--- config.mk ---
export PLATFORM = sky130hd
export DESIGN_NAME = prom_rd_ctrl
export DESIGN_NICKNAME = d
export VERILOG_FILES = /design/src/rtl/prom_rd_pkg.sv /design/src/rtl/prom_cycle_timer.sv /design/src/rtl/prom_rd_seq.sv /design/src/rtl/prom_pin_map.sv /design/src/rtl/prom_rd_ctrl.sv
export SDC_FILE = /design/constraint.sdc
export NUM_CORES = 1
export LEC_CHECK = 0
export ABC_AREA = 0
export BUFFER_PORTS_ARGS = -buffer_cell sky130_fd_sc_hd__buf_4
export CORE_UTILIZATION = 50
export DETAILED_ROUTE_END_ITERATION = 6
export PLACE_DENSITY = 0.85
export SYNTH_ARGS = -nofsm -noshare
export SYNTH_HDL_FRONTEND = slang
export SYNTH_SLANG_ARGS = --single-unit
--- constraint.sdc ---
create_clock -name clk -period 2.9 [get_ports clk]
set_input_delay 0.29 -clock clk [delete_from_list [all_inputs] [get_ports clk]]
set_output_delay 0.29 -clock clk [all_outputs]
set_load 0.03 [all_outputs]
--- src/rtl/prom_rd_pkg.sv ---
`timescale 1ns/1ps
package prom_rd_pkg;

    typedef enum logic [1:0] {
        SEQ_IDLE    = 2'd0,
        SEQ_ACCESS  = 2'd1,
        SEQ_RECOVER = 2'd2
    } seq_state_e;

    typedef struct packed {
        logic byte_mode;
        logic lane_sel;
    } rd_mode_t;

    function automatic int unsigned cyc_ceil(input int unsigned t_ns, input int unsigned p_ns);
        int unsigned c;
        c = (t_ns + p_ns - 1) / p_ns;
        return (c == 0) ? 1 : c;
    endfunction

    function automatic int unsigned max2(input int unsigned a, input int unsigned b);
        return (a > b) ? a : b;
    endfunction

    function automatic int unsigned max4(input int unsigned a, input int unsigned b,
                                         input int unsigned c, input int unsigned d);
        return max2(max2(a, b), max2(c, d));
    endfunction

endpackage

--- src/rtl/prom_cycle_timer.sv ---
`timescale 1ns/1ps
module prom_cycle_timer #(
    parameter int CNT_W = 4
) (
    input  logic             clk,
    input  logic             rst,
    input  logic             load,
    input  logic [CNT_W-1:0] load_val,
    output logic             done
);
    logic [CNT_W-1:0] cnt;

    always_ff @(posedge clk) begin
        if (rst)
            cnt <= '0;
        else if (load)
            cnt <= load_val;
        else if (cnt != '0)
            cnt <= cnt - 1'b1;
    end

    assign done = (cnt == '0);
endmodule

--- src/rtl/prom_rd_seq.sv ---
`timescale 1ns/1ps
module prom_rd_seq
    import prom_rd_pkg::*;
#(
    parameter int ACC_CYC = 12,
    parameter int TA_CYC  = 3
) (
    input  logic clk,
    input  logic rst,
    input  logic rd_req,
    output logic ready,
    output logic accept,
    output logic capture,
    output logic mem_ce_n,
    output logic mem_oe_n
);
    localparam int CNT_W = $clog2(max2(ACC_CYC, TA_CYC) + 1);
    localparam logic [CNT_W-1:0] ACC_LD = CNT_W'(ACC_CYC - 1);
    localparam logic [CNT_W-1:0] TA_LD  = CNT_W'(TA_CYC - 1);

    seq_state_e state, state_nx;
    logic       t_done;
    logic       t_load;
    logic [CNT_W-1:0] t_val;

    assign ready   = (state == SEQ_IDLE);
    assign accept  = ready && rd_req;
    assign capture = (state == SEQ_ACCESS) && t_done;
    assign t_load  = accept || capture;
    assign t_val   = accept ? ACC_LD : TA_LD;

    prom_cycle_timer #(.CNT_W(CNT_W)) u_timer (
        .clk      (clk),
        .rst      (rst),
        .load     (t_load),
        .load_val (t_val),
        .done     (t_done)
    );

    always_comb begin
        state_nx = state;
        unique case (state)
            SEQ_IDLE:    if (accept)  state_nx = SEQ_ACCESS;
            SEQ_ACCESS:  if (capture) state_nx = SEQ_RECOVER;
            SEQ_RECOVER: if (t_done)  state_nx = SEQ_IDLE;
            default:                  state_nx = SEQ_IDLE;
        endcase
    end

    always_ff @(posedge clk) begin
        if (rst) begin
            state    <= SEQ_IDLE;
            mem_ce_n <= 1'b1;
            mem_oe_n <= 1'b1;
        end else begin
            state <= state_nx;
            if (accept) begin
                mem_ce_n <= 1'b0;
                mem_oe_n <= 1'b0;
            end else if (capture) begin
                mem_ce_n <= 1'b1;
                mem_oe_n <= 1'b1;
            end
        end
    end
endmodule

--- src/rtl/prom_pin_map.sv ---
`timescale 1ns/1ps
module prom_pin_map
    import prom_rd_pkg::*;
#(
    parameter int ADDR_W = 23,
    parameter int DATA_W = 16
) (
    input  logic              clk,
    input  logic              rst,
    input  logic              accept,
    input  logic              capture,
    input  logic              req_byte,
    input  logic [ADDR_W:0]   req_addr,
    input  logic [DATA_W-1:0] mem_dq_in,
    output logic [ADDR_W-1:0] mem_addr,
    output logic              mem_byte_n,
    output logic              mem_top_out,
    output logic              mem_top_oe,
    output logic              rd_valid,
    output logic [DATA_W-1:0] rd_data
);
    localparam int HALF_W = DATA_W / 2;

    rd_mode_t    mode_q;
    logic [DATA_W-1:0] data_nx;

    generate
        for (genvar b = 0; b < DATA_W; b++) begin : g_lane
            if (b < HALF_W) begin : g_low
                assign data_nx[b] = mem_dq_in[b];
            end else begin : g_high
                assign data_nx[b] = mem_dq_in[b] & ~mode_q.byte_mode;
            end
        end
    endgenerate

    always_ff @(posedge clk) begin
        if (rst) begin
            mode_q      <= '0;
            mem_addr    <= '0;
            mem_byte_n  <= 1'b1;
            mem_top_out <= 1'b0;
            mem_top_oe  <= 1'b0;
        end else if (accept) begin
            mode_q.byte_mode <= req_byte;
            mode_q.lane_sel  <= req_byte & req_addr[0];
            mem_byte_n       <= ~req_byte;
            mem_top_oe       <= req_byte;
            mem_top_out      <= req_byte & req_addr[0];
            mem_addr         <= req_byte ? req_addr[ADDR_W:1] : req_addr[ADDR_W-1:0];
        end
    end

    always_ff @(posedge clk) begin
        if (rst) begin
            rd_valid <= 1'b0;
            rd_data  <= '0;
        end else begin
            rd_valid <= capture;
            if (capture)
                rd_data <= data_nx;
        end
    end
endmodule

--- src/rtl/prom_rd_ctrl.sv ---
`timescale 1ns/1ps
module prom_rd_ctrl
    import prom_rd_pkg::*;
#(
    parameter int ADDR_W        = 23,
    parameter int DATA_W        = 16,
    parameter int CLK_PERIOD_NS = 8,
    parameter int T_ACC_NS      = 90,
    parameter int T_CE_NS       = 90,
    parameter int T_OE_NS       = 30,
    parameter int T_CYC_NS      = 90,
    parameter int T_DIS_NS      = 20
) (
    input  logic              clk,
    input  logic              rst,
    input  logic              rd_req,
    input  logic              rd_byte,
    input  logic [ADDR_W:0]   rd_addr,
    output logic              rd_ready,
    output logic              rd_valid,
    output logic [DATA_W-1:0] rd_data,
    output logic [ADDR_W-1:0] mem_addr,
    output logic              mem_ce_n,
    output logic              mem_oe_n,
    output logic              mem_byte_n,
    output logic              mem_top_out,
    output logic              mem_top_oe,
    input  logic [DATA_W-1:0] mem_dq_in
);
    localparam int ACC_CYC = int'(max4(cyc_ceil(T_ACC_NS, CLK_PERIOD_NS),
                                       cyc_ceil(T_CE_NS,  CLK_PERIOD_NS),
                                       cyc_ceil(T_OE_NS,  CLK_PERIOD_NS),
                                       cyc_ceil(T_CYC_NS, CLK_PERIOD_NS)));
    localparam int TA_CYC  = int'(cyc_ceil(T_DIS_NS, CLK_PERIOD_NS));

    logic accept;
    logic capture;

    prom_rd_seq #(.ACC_CYC(ACC_CYC), .TA_CYC(TA_CYC)) u_seq (
        .clk      (clk),
        .rst      (rst),
        .rd_req   (rd_req),
        .ready    (rd_ready),
        .accept   (accept),
        .capture  (capture),
        .mem_ce_n (mem_ce_n),
        .mem_oe_n (mem_oe_n)
    );

    prom_pin_map #(.ADDR_W(ADDR_W), .DATA_W(DATA_W)) u_pins (
        .clk         (clk),
        .rst         (rst),
        .accept      (accept),
        .capture     (capture),
        .req_byte    (rd_byte),
        .req_addr    (rd_addr),
        .mem_dq_in   (mem_dq_in),
        .mem_addr    (mem_addr),
        .mem_byte_n  (mem_byte_n),
        .mem_top_out (mem_top_out),
        .mem_top_oe  (mem_top_oe),
        .rd_valid    (rd_valid),
        .rd_data     (rd_data)
    );
endmodule

Word-level counts from Yosys, hierarchy flattened
Index checks and enable logic that the tools add are counted.
- register bits after elaboration: 50
- output and inout port bits: 46
- logic and storage cells: 45
- $add $sub $neg: 1
- equal/unequal tests: 5
- muxes and demuxes: 10
- bitwise operators: 11
- reduce and logical (&&, ||, !) cells: 9
- operators by type and width (operator ; count):
    $mux W23 ; 1
    $mux W4 ; 3
    $and A1 B1 Y1 ; 9
    $mux W2 ; 3
    $pmux W2 S3 ; 1
    $logic_not A4 Y1 ; 1
    $ne A2 B1 Y1 const B ; 2
    $reduce_bool A2 Y1 ; 2
    $reduce_bool A4 Y1 ; 1
    $sub A4 B1 Y4 const B ; 1
    $reduce_and A3 Y1 ; 1
    $eq A2 B1 Y1 const B ; 1
    $eq A2 B2 Y1 const B ; 1
    $logic_and A1 B1 Y1 ; 2
    $logic_not A2 Y1 ; 1
    $mux W1 ; 2
    $ne A2 B2 Y1 const B ; 1
    $not A1 Y1 ; 2
    $logic_or A1 B1 Y1 ; 1

Logic depth before layout (Yosys ltp)
Gate-level depths: netlist (run 1).
- depth in word-level cells: 4
- gate-level depth with buffers: 8
- gate-level depth less buffers: 6

By module
Synthesis (run 1) repeated with hierarchy kept, for this count alone.
- cells, all modules: 225
- area, all modules: 2178.3 µm²
- modules (own cells, without submodules) (module ; times used ; cells each ; area each (µm²) ; sequential area each (µm²)):
    prom_pin_map ; 1 ; 177 ; 1770.4 ; 860.8
    prom_cycle_timer ; 1 ; 24 ; 229.0 ; 80.1
    prom_rd_seq ; 1 ; 24 ; 178.9 ; 60.1

Worst setup path before layout (run 1)
No wires, ideal clock.
- path kind: register to register
- start: register u_seq.state[0]
- end: register u_pins.mem_addr[0]
- library setup time: 86 ps
- arrival: 1456 ps
- data required time: 2814 ps
- setup slack: 1358 ps
- cell stages (with the launch flop): 7
- path buffers: 2
- clock period less this slack: 1542 ps
- path through: dfxtp_1 > nor2_1 > and2_1 > buf_2 > buf_4 > nor2_1 > a211oi_1
- word-level cells in the longest chain between the ends: 2
- RTL lines (element ; line ; text):
    start, declared ; prom_rd_seq.sv:21 ; seq_state_e state, state_nx;
    start signal, assigned ; prom_rd_seq.sv:56 ; state <= state_nx;
    $logic_not A2 Y1 ; prom_rd_seq.sv:26 ; assign ready = (state == SEQ_IDLE);
    via rd_ready ; prom_rd_ctrl.sv:19 ; output logic rd_ready,
    $logic_and A1 B1 Y1 ; prom_rd_seq.sv:27 ; assign accept = ready && rd_req;
    end signal, assigned ; prom_pin_map.sv:50 ; mem_addr <= req_byte ? req_addr[ADDR_W:1] : req_addr[ADDR_W-1:0];
    end, declared ; prom_pin_map.sv:15 ; output logic [ADDR_W-1:0] mem_addr,
The timed path passes the listed nets, and every way through them passes these cells.
A chain may end at the register's enable or synchronous reset.

Final worst setup path (run 1)
- start: register u_seq.u_timer.cnt[0]
- end: register u_pins.rd_data[9]
- word-level cells in the longest chain between the ends: 2
- RTL lines (element ; line ; text):
    start, declared ; prom_cycle_timer.sv:11 ; logic [CNT_W-1:0] cnt;
    start signal, assigned ; prom_cycle_timer.sv:17 ; cnt <= load_val;
    start signal, assigned ; prom_cycle_timer.sv:19 ; cnt <= cnt - 1'b1;
    $logic_not A4 Y1 ; prom_cycle_timer.sv:22 ; assign done = (cnt == '0);
    $logic_and A1 B1 Y1 ; prom_rd_seq.sv:28 ; assign capture = (state == SEQ_ACCESS) && t_done;
    end signal, assigned ; prom_pin_map.sv:61 ; rd_data <= data_nx;
    end, declared ; prom_pin_map.sv:20 ; output logic [DATA_W-1:0] rd_data
No other way between the ends.

==> impl_summary.md, run 1 <==
Pwr
The worst voltage drop across the vdd grid is 349 µV. Internal power comes to ~0.0012 W. Summed over all nets, the switching power comes to around 0.00058 W. The sequential power share is a little under half. Power comes to 0.00175 W. For this design the ratio of total power to cell area is roughly 630 nW/µm². In this run, the combinational gates consume 29.7% of the power.

Summed over all cells, the static leakage comes to 1.24 nW. The switching fraction of total power is 33.1%. The power share of the clock group is ~24%.

Floorplanning
The die footprint is 4430 µm². The die height is 66.6 µm. The core region is between 4000 and 5000 µm².

The starting density of the core is 52.1%. The site row count is 23. The count of pins on the block boundary is 90.

The die width is 66.6 µm.

Final layout
For this run, the share of the core covered by cells in the final layout is 69.9%. The filler cell count in the final layout is 324. The multi-input combinational cells in the finished layout cover a total of 956 µm². After the last flow step, the layout net total stands at 349. The post-route netlist has 33.2% of its cells at a drive strength greater than 1. The repair_antennas step left the layout with diodes totalling 0. The sequential cells in the finished layout cover a total of 1000 µm². The area growth from synthesis to layout is 34.1%.

GRT
The number of global-route vias before repair came to 1,624. The aggregate global routing overflow is 0. The global-route usage over all layers is 20.7%. The initial antenna violation count came to 0. Entering global routing, the biggest net connects 51 pins.

The global-route wire length before repair is 6980 µm.

Logic synthesis
The most instantiated flip-flop cell in the synthesis netlist is dfxtp_1. Summing the sequential cell areas from Yosys gives between 40% and 50% of the chip area. The number of nets produced by synthesis is 272. During synthesis, Yosys emitted a total of 0 warnings.

Synthesis produced a netlist whose cell count is 226. In this run the cell area of the synthesized design comes to 2090 µm². After synthesis, the netlist uses 30 different library cells.

The post-synthesis area per instance is 9.23 µm². Counting flops and latches in the post-synthesis netlist gives 50. The fraction of registers with async set or reset after synthesis is 0%. The number of enable flip-flop cells after synthesis is 0.

STA
The clock period could shrink to 1.77 ns. The worst clock skew is 0.00822 ns. The number of pins with negative max-slew slack in the final report came to 0.

The relative max-transition margin is 63.3%. The hold violation count in the final report is 0. The final worst-path cycle share is approximately three fifths.

The transition time at the pin with the least slew margin is about 0.55 ns. Summed over all failing endpoints, the final setup total negative slack is 0 ns. Setup repair after global routing left no endpoint under its margin. Setup violations remaining at the end of the flow were counted as 0. For this run, the top clock speed supported by timing is 0.566 GHz.

Clock tree
The clock reaches the later pin of the worst-skew pair after 0.31 ns. CTS placed an instance of clkbuf_8 at the clock tree root. The number of buffers added by the clock tree synthesis step is 5. After clock tree synthesis, the clock-pin slew on the worst setup and hold paths is about 0.090 ns. The post-CTS setup repair buffer count is 0.

Counting every sink on the clock net gives 50. The count of hold-fix buffers inserted at cts is 0. The post-cts resize count is 0. The maximum number of buffers from clock root to sink is 2. The clock tree synthesis step divided the H-tree into 2 levels. TritonCTS built the clock tree.

Route
The count of nets left with antenna violations once routing finished came out at 0. The detailed router finished its first iteration with 76 violations. Dividing the detail-routed via count by the number of cells gives 5.12. The first detailed-routing pass ran for 4 iterations.

Wire segments on met2 add up to 2040 µm in the final route. The highest routing layer actually used is met4. The routed via count is 1,812.

In the final routing, the length of wire on met1 measures 1920 µm. The routed design has 4410 µm of wire. Dividing the detail-routed wire length by the instance count gives 12.5 µm. The DRC violations left is 0. The routed length on met3 is 402 µm.

Worst setup path
The maximum fanout count along the critical path is 17. The slack of the worst reg-to-reg path is 1.13 ns. The number of cells on the worst reg-to-reg path is 6. The category of the critical setup timing path is reg2reg.

The worst setup path is captured at a register. The arrival time reported for the critical path endpoint is 2.00 ns. Data on the critical path is required at its endpoint by 3.13 ns.

The kind of start point of the critical path is a register.

Placed design
Detailed placement finished with a half-perimeter wire length of about 3100 µm. The congestion estimate from routability-driven global placement came to ~0.8. During placement, the flow inserted port buffers numbering roughly 90.

Hold path
The worst hold path cell count is 3. The path class of the lowest-slack min-delay path is in2reg.

Job
The tool flagged a number of max-cap violations equal to 0.

Run status
The run finished with clean final reports.
per-layer routing:
layer / vias up / track usage (%)
met3: 5 / 8.56
met5: - / 0
met4: 0 / 6.38
met1: 812 / 23.7
met2: 62 / 34.7
li1: 933 / -
worst paths after layout:
path	from	to
max	u_seq.u_timer.cnt[0]	u_pins.rd_data[9]
min reg2reg	u_pins.mem_top_out	u_pins.mem_top_out
min	mem_dq_in[6]	u_pins.rd_data[6]
max reg2reg	u_seq.u_timer.cnt[0]	u_pins.rd_data[9]
power by group through the flow:
stage,sequential [W],combinational (W),clock (W)
after floorplan,0.000929,0.000246,0
after global placement,0.000819,0.000510,0
after detailed placement,0.000821,0.000521,0
after CTS,0.000806,0.000523,0.000434
after global routing,0.000817,0.000563,0.000458
final,0.000805,0.000519,0.000424
cells in the final DEF, fill, tap and decap left out, drive strengths merged:
cell	Yosys	final
mux2i	23	23
a211o	1	1
nor4	1	1
nor2	27	27
nand3	1	1
buf	15	90
xnor2	1	1
ha	2	2
or3	1	1
inv	2	3
and2b	1	1
nand2	31	31
nor3	2	2
or3b	1	1
and2	2	2
nand2b	1	1
nand3b	9	9
o31ai	1	1
nor3b	1	1
a21oi	23	23
dfxtp	50	50
clkbuf	5	7
a211oi	24	24
o21ai	1	1
flip-flops by register name, summed over array words and instances (netlist names):
| register | cells |
|---|---|
| u_seq.mem_ce_n | 1 |
| u_seq.state | 2 |
| u_pins.mem_top_out | 1 |
| u_pins.mem_byte_n | 1 |
| u_pins.mem_top_oe | 1 |
| u_seq.u_timer.cnt | 4 |
| u_pins.mem_addr | 23 |
| u_pins.rd_valid | 1 |
| u_pins.rd_data | 16 |
cells in the mapped netlist (2+ instances only):
cell / n / area share (%)
nand3b_1: 9 / 3.2
ha_1: 2 / 1.2
mux2i_1: 23 / 11
inv_1: 2 / 0.36
a21oi_1: 23 / 5.5
a211oi_1: 24 / 8.6
nor2_1: 27 / 4.9
buf_2: 7 / 1.7
buf_4: 5 / 1.8
nand2_1: 30 / 5.4
dfxtp_1: 50 / 48
and2_1: 2 / 0.60
clkbuf_1: 5 / 0.90
critical path, stage by stage (launching register included):
cell	delay (ns)
dfxtp_1	0.32
inv_1	0.12
ha_1	0.20
nor3b_4	0.24
and2_1	0.52
nand3b_1	0.15
a21oi_1	0.15
through the flow:
step	std cells	setup WS (ns)	cell area (µm²)	hold slack, ns
2_1_floorplan	226	1.36	2090	0.426
4_1_cts	354	1.13	2800	0.221
3_5_place_dp	346	1.15	2700	0.447
3_3_place_gp	346	1.23	2700	0.439
6_report	354	1.13	2800	0.226
5_1_grt	354	0.949	2800	0.217
layout make-up:
cell class	count	share of cell area, %
repair buffers	90	24.2
flip-flops and latches	50	35.8
multi-input cells	154	34.2
well taps	50	2.24
inverters	2	0.268
clock buffers	7	3.09
clock inverters	1	0.313
cell families after synthesis:
kind of cell | share of synthesized area [%]
and+or+nand+nor | 18.0
buffers and inverters | 6.18
DFF | 48.0
xor gates and xnor gates | 0.420
adders and majority gates | 1.20
AOI/OAI and AO/OA | 15.2
muxes | 11.0
Power figures use the tool's default switching activity.
==> run 2, diff against run 1 <==
CORE_UTILIZATION = 42   (was 50)
PLACE_DENSITY = 0.77   (was 0.85)
clock period = 1.4 ns   (was 2.9 ns; I/O delays follow)
==> run 2 against run 1 <==
Effect of this change:
- sequential power grew 110%
- sequential share of layout area down 2.8 points
- critical endpoint is now u_pins.rd_data[13]
- clock power is 120% higher
- combinational power rose to 2.5 times the previous value
==> impl_summary.md, run 2 (synthesis gave the netlist of run 1 again) <==
STA
Setup repair after global routing could not meet its margin everywhere. The number of pins with negative max-slew slack in the final report came to 0 (unchanged). The worst clock skew came to 0.00757 ns (-0.000653 ns). The maximum operating frequency is 0.723 GHz (+28%). The relative max-transition margin was 65.4% (+2.1 points). The hold violation count in the final report is 0 (unchanged). The transition time at the pin with the least slew margin came to 0.519 ns (-0.0321 ns). The worst-case setup margin in the final layout is 0.0169 ns (-1.12 ns). The number of failing setup endpoints in the final timing report was 0 (unchanged). The final critical path time including I/O delays and setup was 1.38 ns (-0.384 ns).

The final worst-path cycle share came to 98.8% (+38 points).

Route
The DRC violations left is 0 (unchanged). The routed via count came to 1,866 (+3.0%). The highest routing layer actually used is met4.

The post-detailed-route wirelength per cell is 12.8 µm (+3.1%). The routed length on met3 is 383 µm (-4.7%). The total routed wirelength is 4900 µm (+11%). The number of nets with antenna violations after routing is 0 (unchanged). The first-pass detailed-route iteration total is 4 (unchanged).

The ratio of routed vias to standard cells is 4.88 (-4.6%). The DRC marker count from the first detailed-route iteration is 46 (-39%). The length of routed wiring on met1 is 2190 µm (+14%). The met2 wire length was 2280 µm (+12%).

GRT
The number of global-route vias before repair is 1,731 (+6.6%). The largest net degree at the start of global routing is 51 (unchanged). The global-route wire length before repair came to 7690 µm (+10%). The aggregate global routing overflow is 0 (unchanged). The initial antenna violation count is 0 (unchanged). The global-route usage over all layers is 18.6% (-2.0 points).

Pwr
The power share of the clock group was 23.5% (-0.8 points). The internal power component came to 0.00263 W (+120%). The leakage dissipation is 1.34 nW (+7.9%). The portion of total power attributed to combinational logic was 33.4% (+3.7 points). The switching fraction of total power came to 32.4% (-0.64 points). The net load switching power is 0.00126 W (+120%). The sequential power share is 43.1% (-2.9 points). The worst voltage drop across the vdd grid is 600 µV (+72%). The power per unit of standard cell area is 1280 nW/µm² (+100%).

Floorplanning
The starting density of the core is 43.9% (-8.3 points). The placeable core area is 4750 µm² (+19%). The count of pins on the block boundary is 90 (unchanged).

The site row count is 25 (+8.7%). The die footprint came to 5250 µm² (+18%). The die width is 72.5 µm (+8.8%). The die height is 72.5 µm (+8.8%).

Final layout
In the final layout, the registers with the most flip-flops are u_pins.mem_addr: 23 flops, u_pins.rd_data: 16 flops, u_seq.u_timer.cnt: 4 flops. The antenna diode count was 0 (unchanged). Leaving out fill and tap cells, the most frequent cells in the layout are buf_4, dfxtp_1, nand2_1. The filler cell count in the final layout is 444 (+37%). The flip-flop count of the largest register, all copies and words added is 23 (unchanged). The post-layout net count is 360 (+3.2%). The register with the highest flop count is u_pins.mem_addr. The final design instance area without fill is 3040 µm² (+8.7%). The share of cells above drive strength 1 is 41.3% (+8.0 points). The most frequent standard cell in the layout excluding fill and tap cells is buf_4.

The utilization after layout is 63.9% (-6.0 points). The area growth from synthesis to layout is 45.8%.

Worst setup path
The data required time at the worst endpoint is 1.63 ns (-1.50 ns). The arrival time reported for the critical path endpoint is 1.62 ns (-0.38 ns). The critical path is of the reg2reg type. STA classifies the critical path endpoint as a register.

The maximum fanout count along the critical path is 9 (-8). STA classifies the critical path startpoint as a register.

Placed design
The weighted congestion reported at the end of routability-driven placement is 0.781 (-4.6%). The number of port buffers is 89 (unchanged). The total placed instance area is 2840 µm² (+5.0%). The post-DP HPWL is 3370 µm (+7.3%). The setup slack at placement came to -0.0332 ns (-1.18 ns).

Clock tree
The CTS tree is built. The root buffer cell is clkbuf_8. The worst-skew pair later-pin latency is 0.30 ns (about the same). The maximum number of buffers from clock root to sink is 2 (unchanged). The number of buffers added by the clock tree synthesis step is 5 (unchanged). The level count of the clock H-tree is 2 (unchanged).

The number of sinks on the clock net came to 50 (unchanged). The clock transition time at the flip-flop clock pins of the worst setup and hold paths is 0.09 ns (about the same).

Job
The number of maximum-capacitance constraint violations was 0 (unchanged).

Hold path
The path class of the lowest-slack min-delay path is in2reg.

Run status
The flow ran to the end, and the final reports show no timing, DRC or antenna violations.
## run 2: cell count changes in the layout (fill, tap and decap cells not counted), moves of 2 or more
cell / before / now
buf_4: 90 / 96
a21oi_2: 0 / 2
a21oi_1: 23 / 21
inv_2: 0 / 2
buf_12: 0 / 3
and2_1: 2 / 0
nand2_1: 30 / 28
dfxtp_2: 0 / 2
dfxtp_1: 50 / 48
inv_1: 2 / 0
## run 2: critical path, cell delays in order (launching register included)
cell      delay, ns
dfxtp_2        0.33
inv_2          0.07
ha_4           0.14
nor3b_4        0.20
and2_4         0.21
buf_12         0.12
nand3b_1       0.10
a21oi_2        0.13
## run 2: routing by layer
layer	up-vias	global-route usage [%]
li1	960	-
met1	826	22.0
met2	73	32.0
met3	7	6.53
met4	0	5.23
met5	-	0
## run 2: path summary, 6_finish.rpt
path,startpoint,end,depth (start not counted),slack (ns)
max reg2reg,u_seq.u_timer.cnt[1],u_pins.rd_data[13],7,0.02
min reg2reg,u_pins.rd_data[15],u_pins.rd_data[15],2,0.46
max,u_seq.u_timer.cnt[1],u_pins.rd_data[13],7,0.02
min,mem_dq_in[3],u_pins.rd_data[3],3,0.07
## run 2: cell type report
| cell class | count | area (µm²) | share of cell area [%] |
|---|---|---|---|
| multi-input combinational | 154 | 1020 | 33.7 |
| sequential | 50 | 1000 | 33.0 |
| timing repair buffer | 101 | 817 | 26.9 |
| clock buffer | 7 | 96.3 | 3.17 |
| tap | 67 | 83.8 | 2.76 |
| clock inverter | 1 | 8.76 | 0.288 |
| inverter | 2 | 7.51 | 0.247 |
## run 2: power groups by stage
stage,registers (W),clock network (W),logic (W)
after floorplan,0.00193,0,0.000535
after global placement,0.00170,0,0.00117
after detailed placement,0.00170,0,0.00119
after CTS,0.00167,0.000959,0.00122
after global routing,0.00170,0.00101,0.00141
final,0.00168,0.000915,0.00130
## run 2: repair_timing
| item | in CTS | in global routing |
|---|---|---|
| pin swaps | 1 | 11 |
| gates cloned | 0 | 1 |
| setup endpoints to repair | 10 | 26 |
| setup buffers | 0 | 2 |
| gates resized for setup | 3 | 15 |
| hold buffers | 0 | 0 |
## run 2: metrics by stage
| stage | hold slack [ns] | cells | setup TNS (ns) | total power, W |
|---|---|---|---|---|
| CTS | 0.0635 | 379 | 0 | 0.00385 |
| floorplan | 0.276 | 226 | -0.0165 | 0.00246 |
| global route | 0.0790 | 382 | -0.875 | 0.00411 |
| global placement | 0.387 | 371 | -0.0132 | 0.00287 |
| finish | 0.0737 | 382 | 0 | 0.00389 |
| detailed placement | 0.399 | 371 | -0.0332 | 0.00290 |
==> run 3, diff against run 2 <==
CORE_ASPECT_RATIO = 1.75   (was not set)
==> run 3 against run 2 <==
Effect of this change:
- the run now ends with negative setup slack left
- sequential power hardly changed
- combinational power is 5% lower
- count of clock-buffer cells in the layout is 1 lower
- global-route usage is 0.81 points lower
- clock skew is 0.0022 ns lower
- via count is 1.9% lower
- final cell count is 5.2% lower
- sequential cell count stayed put
- clock power is 7.8% higher
- maximum frequency is 1.4% lower
- critical path depth is 2 lower
- largest cell class unchanged
- highest routed layer unchanged
==> impl_summary.md, run 3 (synthesis gave the netlist of run 1 again) <==
Run status
The run finished, with violations left. The checks that failed: negative setup slack.

Final layout
The register with the highest flop count is u_pins.mem_addr. The area growth from synthesis to layout is 41.2%. The library cells used most frequently in the layout, excluding fill and tap cells, are buf_4, dfxtp_1, nand2_1. The post-layout net count is 355 (-1.4%). The post-layout instance count excluding filler cells is 362 (-5.2%). The utilization after layout was 62.6% (-1.4 points).

The largest registers in the layout are u_pins.mem_addr: 23 flops, u_pins.rd_data: 16 flops, u_seq.u_timer.cnt: 4 flops. The most frequent standard cell in the layout excluding fill and tap cells is buf_4. The share of cells above drive strength 1 was 38.1% (-3.2 points).

The filler cell count in the final layout was 431 (-2.9%). The antenna diode count came to 0 (unchanged). The flip-flop count of the largest register, all copies and words added was 23 (unchanged).

Worst setup path
The cell at the slowest stage of the critical path is or3b_4. The worst-case reg-to-reg path depth is 5 (-2). In this run the critical register-to-register path is captured at u_seq.u_timer.cnt[1]. In this run the worst setup path begins at u_seq.u_timer.cnt[1].

The slack of the worst reg-to-reg path is -0.002 ns (-0.02 ns). The startpoint identified for the worst register-to-register timing path is u_seq.u_timer.cnt[1]. In this run the worst setup path terminates at u_seq.u_timer.cnt[1]. The critical path goes through inv_2 > ha_4 > or3b_4 > o31ai_4 > a21oi_1. The element type at the critical path end is a register. The category of the critical setup timing path is reg2reg.

The count of cell instances traversed by the critical path came to 5 (-2). The kind of cell with the highest combined delay along the critical path is simple AND/OR/NAND/NOR gates. The maximum fanout count along the critical path is 5 (-4). The peak per-stage delay on the critical path is 0.44 ns (+0.11 ns). The critical path buffer and inverter count was 1 (-1). The arrival time reported for the critical path endpoint is 1.57 ns (-0.05 ns).

The worst setup path is launched from a register. The data required time at the worst endpoint is 1.56 ns (-0.07 ns).

STA
The worst clock skew is 0.00540 ns (-0.00217 ns). The relative max-transition margin is 66.5% (+1.1 points). Setup repair after global routing could not meet its margin everywhere. The number of pins with negative max-slew slack in the final report is 0 (unchanged). The worst-case setup margin in the final layout is -0.00215 ns (-0.0190 ns). The final critical path time including I/O delays and setup is 1.40 ns (+0.0190 ns). The final worst-path cycle share was 100% (+1.4 points). The transition time at the pin with the least slew margin is 0.502 ns (-0.0165 ns). The number of failing setup endpoints in the final timing report is 1 (+1). The hold violation count in the final report is 0 (unchanged). The maximum operating frequency is 0.713 GHz (-1.4%).

Hold path
The worst hold path cell count is 3 (unchanged). The path class of the lowest-slack min-delay path is in2reg.

Route
The routed via count came to 1,830 (-1.9%). The ratio of routed vias to standard cells was 5.06 (+3.5%). The DRC violations left came to 0 (unchanged). The number of nets with antenna violations after routing is 0 (unchanged). The first-pass detailed-route iteration total was 4 (unchanged). The total routed wirelength is 4550 µm (-7.3%). The DRC marker count from the first detailed-route iteration is 47 (+2.2%). The post-detailed-route wirelength per cell came to 12.6 µm (-2.1%).

Pwr
The switching fraction of total power is 31.6% (-0.79 points). The portion of total power attributed to combinational logic came to 31.8% (-1.6 points). The sequential power share is 42.9% (-0.2 points).

The power share of the clock group came to 25.3% (+1.8 points). The worst voltage drop across the vdd grid was 1140 µV (+90%). The net load switching power is 0.00123 W (-2.4%). The internal power component is 0.00266 W (+1.2%). The leakage dissipation was 1.30 nW (-3.5%).

The total power of the final layout came to 0.00390 W (about the same). The power per unit of standard cell area is 1320 nW/µm² (+3.2%).

Clock tree
The worst-skew pair later-pin latency was 0.30 ns (about the same). The maximum number of buffers from clock root to sink was 2 (unchanged). The count of hold-fix buffers inserted at cts came to 0 (unchanged). The root buffer cell is clkbuf_8. The CTS tree is built. The clock transition time at the flip-flop clock pins of the worst setup and hold paths is 0.08 ns (about the same). The number of buffers added by the clock tree synthesis step came to 5 (unchanged). The level count of the clock H-tree is 2 (unchanged). The number of sinks on the clock net is 50 (unchanged).

GRT
The number of global-route vias before repair is 1,793 (+3.6%). The initial antenna violation count came to 0 (unchanged). The largest net degree at the start of global routing is 51 (unchanged). The global-route wire length before repair was 7590 µm (-1.3%). The aggregate global routing overflow is 0 (unchanged). The global-route usage over all layers came to 17.8% (-0.81 points).

Placed design
The post-DP HPWL is 3300 µm (-2.2%). The number of port buffers came to 89 (unchanged). The placed cell count is 354 (-4.6%). The weighted congestion reported at the end of routability-driven placement is 0.692 (-11%).

Job
The number of maximum-capacitance constraint violations is 0 (unchanged).

Floorplanning
The starting density of the core is 44.3% (+0.44 points). The die height is 95.2 µm (+31%). The die footprint is 5260 µm² (+0.21%). The placeable core area is 4710 µm² (-1.0%).

The site row count is 33 (+32%). The count of pins on the block boundary is 90 (unchanged). The die width is 55.3 µm (-24%).
-- run 3: cell count changes in the layout (fill, tap and decap cells not counted), moves of 2 or more --
| cell | before | now |
|---|---|---|
| buf_4 | 96 | 92 |
| a21oi_1 | 21 | 23 |
| a21oi_2 | 2 | 0 |
| clkbuf_8 | 7 | 5 |
| nand2_1 | 28 | 30 |
-- run 3: final cells by class --
class | instances | area [µm²] | area share [%]
Clock buffer | 6 | 72.6 | 2.46
Tap cell | 52 | 65.1 | 2.21
Multi-Input combinational cell | 154 | 1000 | 34.1
Inverter | 2 | 7.51 | 0.255
Timing Repair Buffer | 96 | 757 | 25.7
Sequential cell | 50 | 1000 | 34.0
Clock inverter | 2 | 37.5 | 1.27
-- run 3: worst reg2reg max path: cells and delay by family, from the launching register on --
| kind | cells | cell delay (ns) |
|---|---|---|
| flops | 1 | 0.33 |
| compound gates | 2 | 0.30 |
| buf+inv | 1 | 0.07 |
| simple gates | 1 | 0.44 |
| fa+ha+maj | 1 | 0.13 |
-- run 3: through the flow --
step           setup slack, ns  setup TNS [ns]  area, µm²  hold slack (ns)
2_1_floorplan          -0.0165         -0.0165       2110            0.276
3_3_place_gp          -0.00857        -0.00857       2790            0.390
3_5_place_dp           -0.0515         -0.0515       2790            0.400
4_1_cts                 0.0102               0       2910           0.0803
5_1_grt                -0.0766           -1.05       2950           0.0863
6_report              -0.00215        -0.00215       2950           0.0867
-- run 3: layer usage --
metal  track usage (%)  wire [µm]
met4              6.88         70
met5                 0          0
met1              18.3       1700
met3              5.02        315
met2              33.8       2460
-- run 3: repair_timing --
item                       in CTS  in global routing
buffers inserted                0                  0
setup endpoints to repair       3                 26
gates resized for setup         2                 11
pin swaps                       1                  1
gates cloned                    0                  0
hold endpoints to repair        0                  0
-- run 3: power groups by stage --
stage          Clock, W  Combinational [W]  Sequential (W)
2_1_floorplan         0           0.000535         0.00193
3_3_place_gp          0            0.00114         0.00170
3_5_place_dp          0            0.00117         0.00170
4_1_cts         0.00102            0.00119         0.00167
5_1_grt         0.00108            0.00134         0.00170
6_report       0.000986            0.00124         0.00167
-- run 3: how the worst min path moves through the flow --
stage,from,to
after floorplan,mem_dq_in[0],u_pins.rd_data[0]
after global placement,mem_dq_in[0],u_pins.rd_data[0]
after detailed placement,mem_dq_in[7],u_pins.rd_data[7]
after CTS,mem_dq_in[7],u_pins.rd_data[7]
after global routing,mem_dq_in[5],u_pins.rd_data[5]
final,mem_dq_in[5],u_pins.rd_data[5]
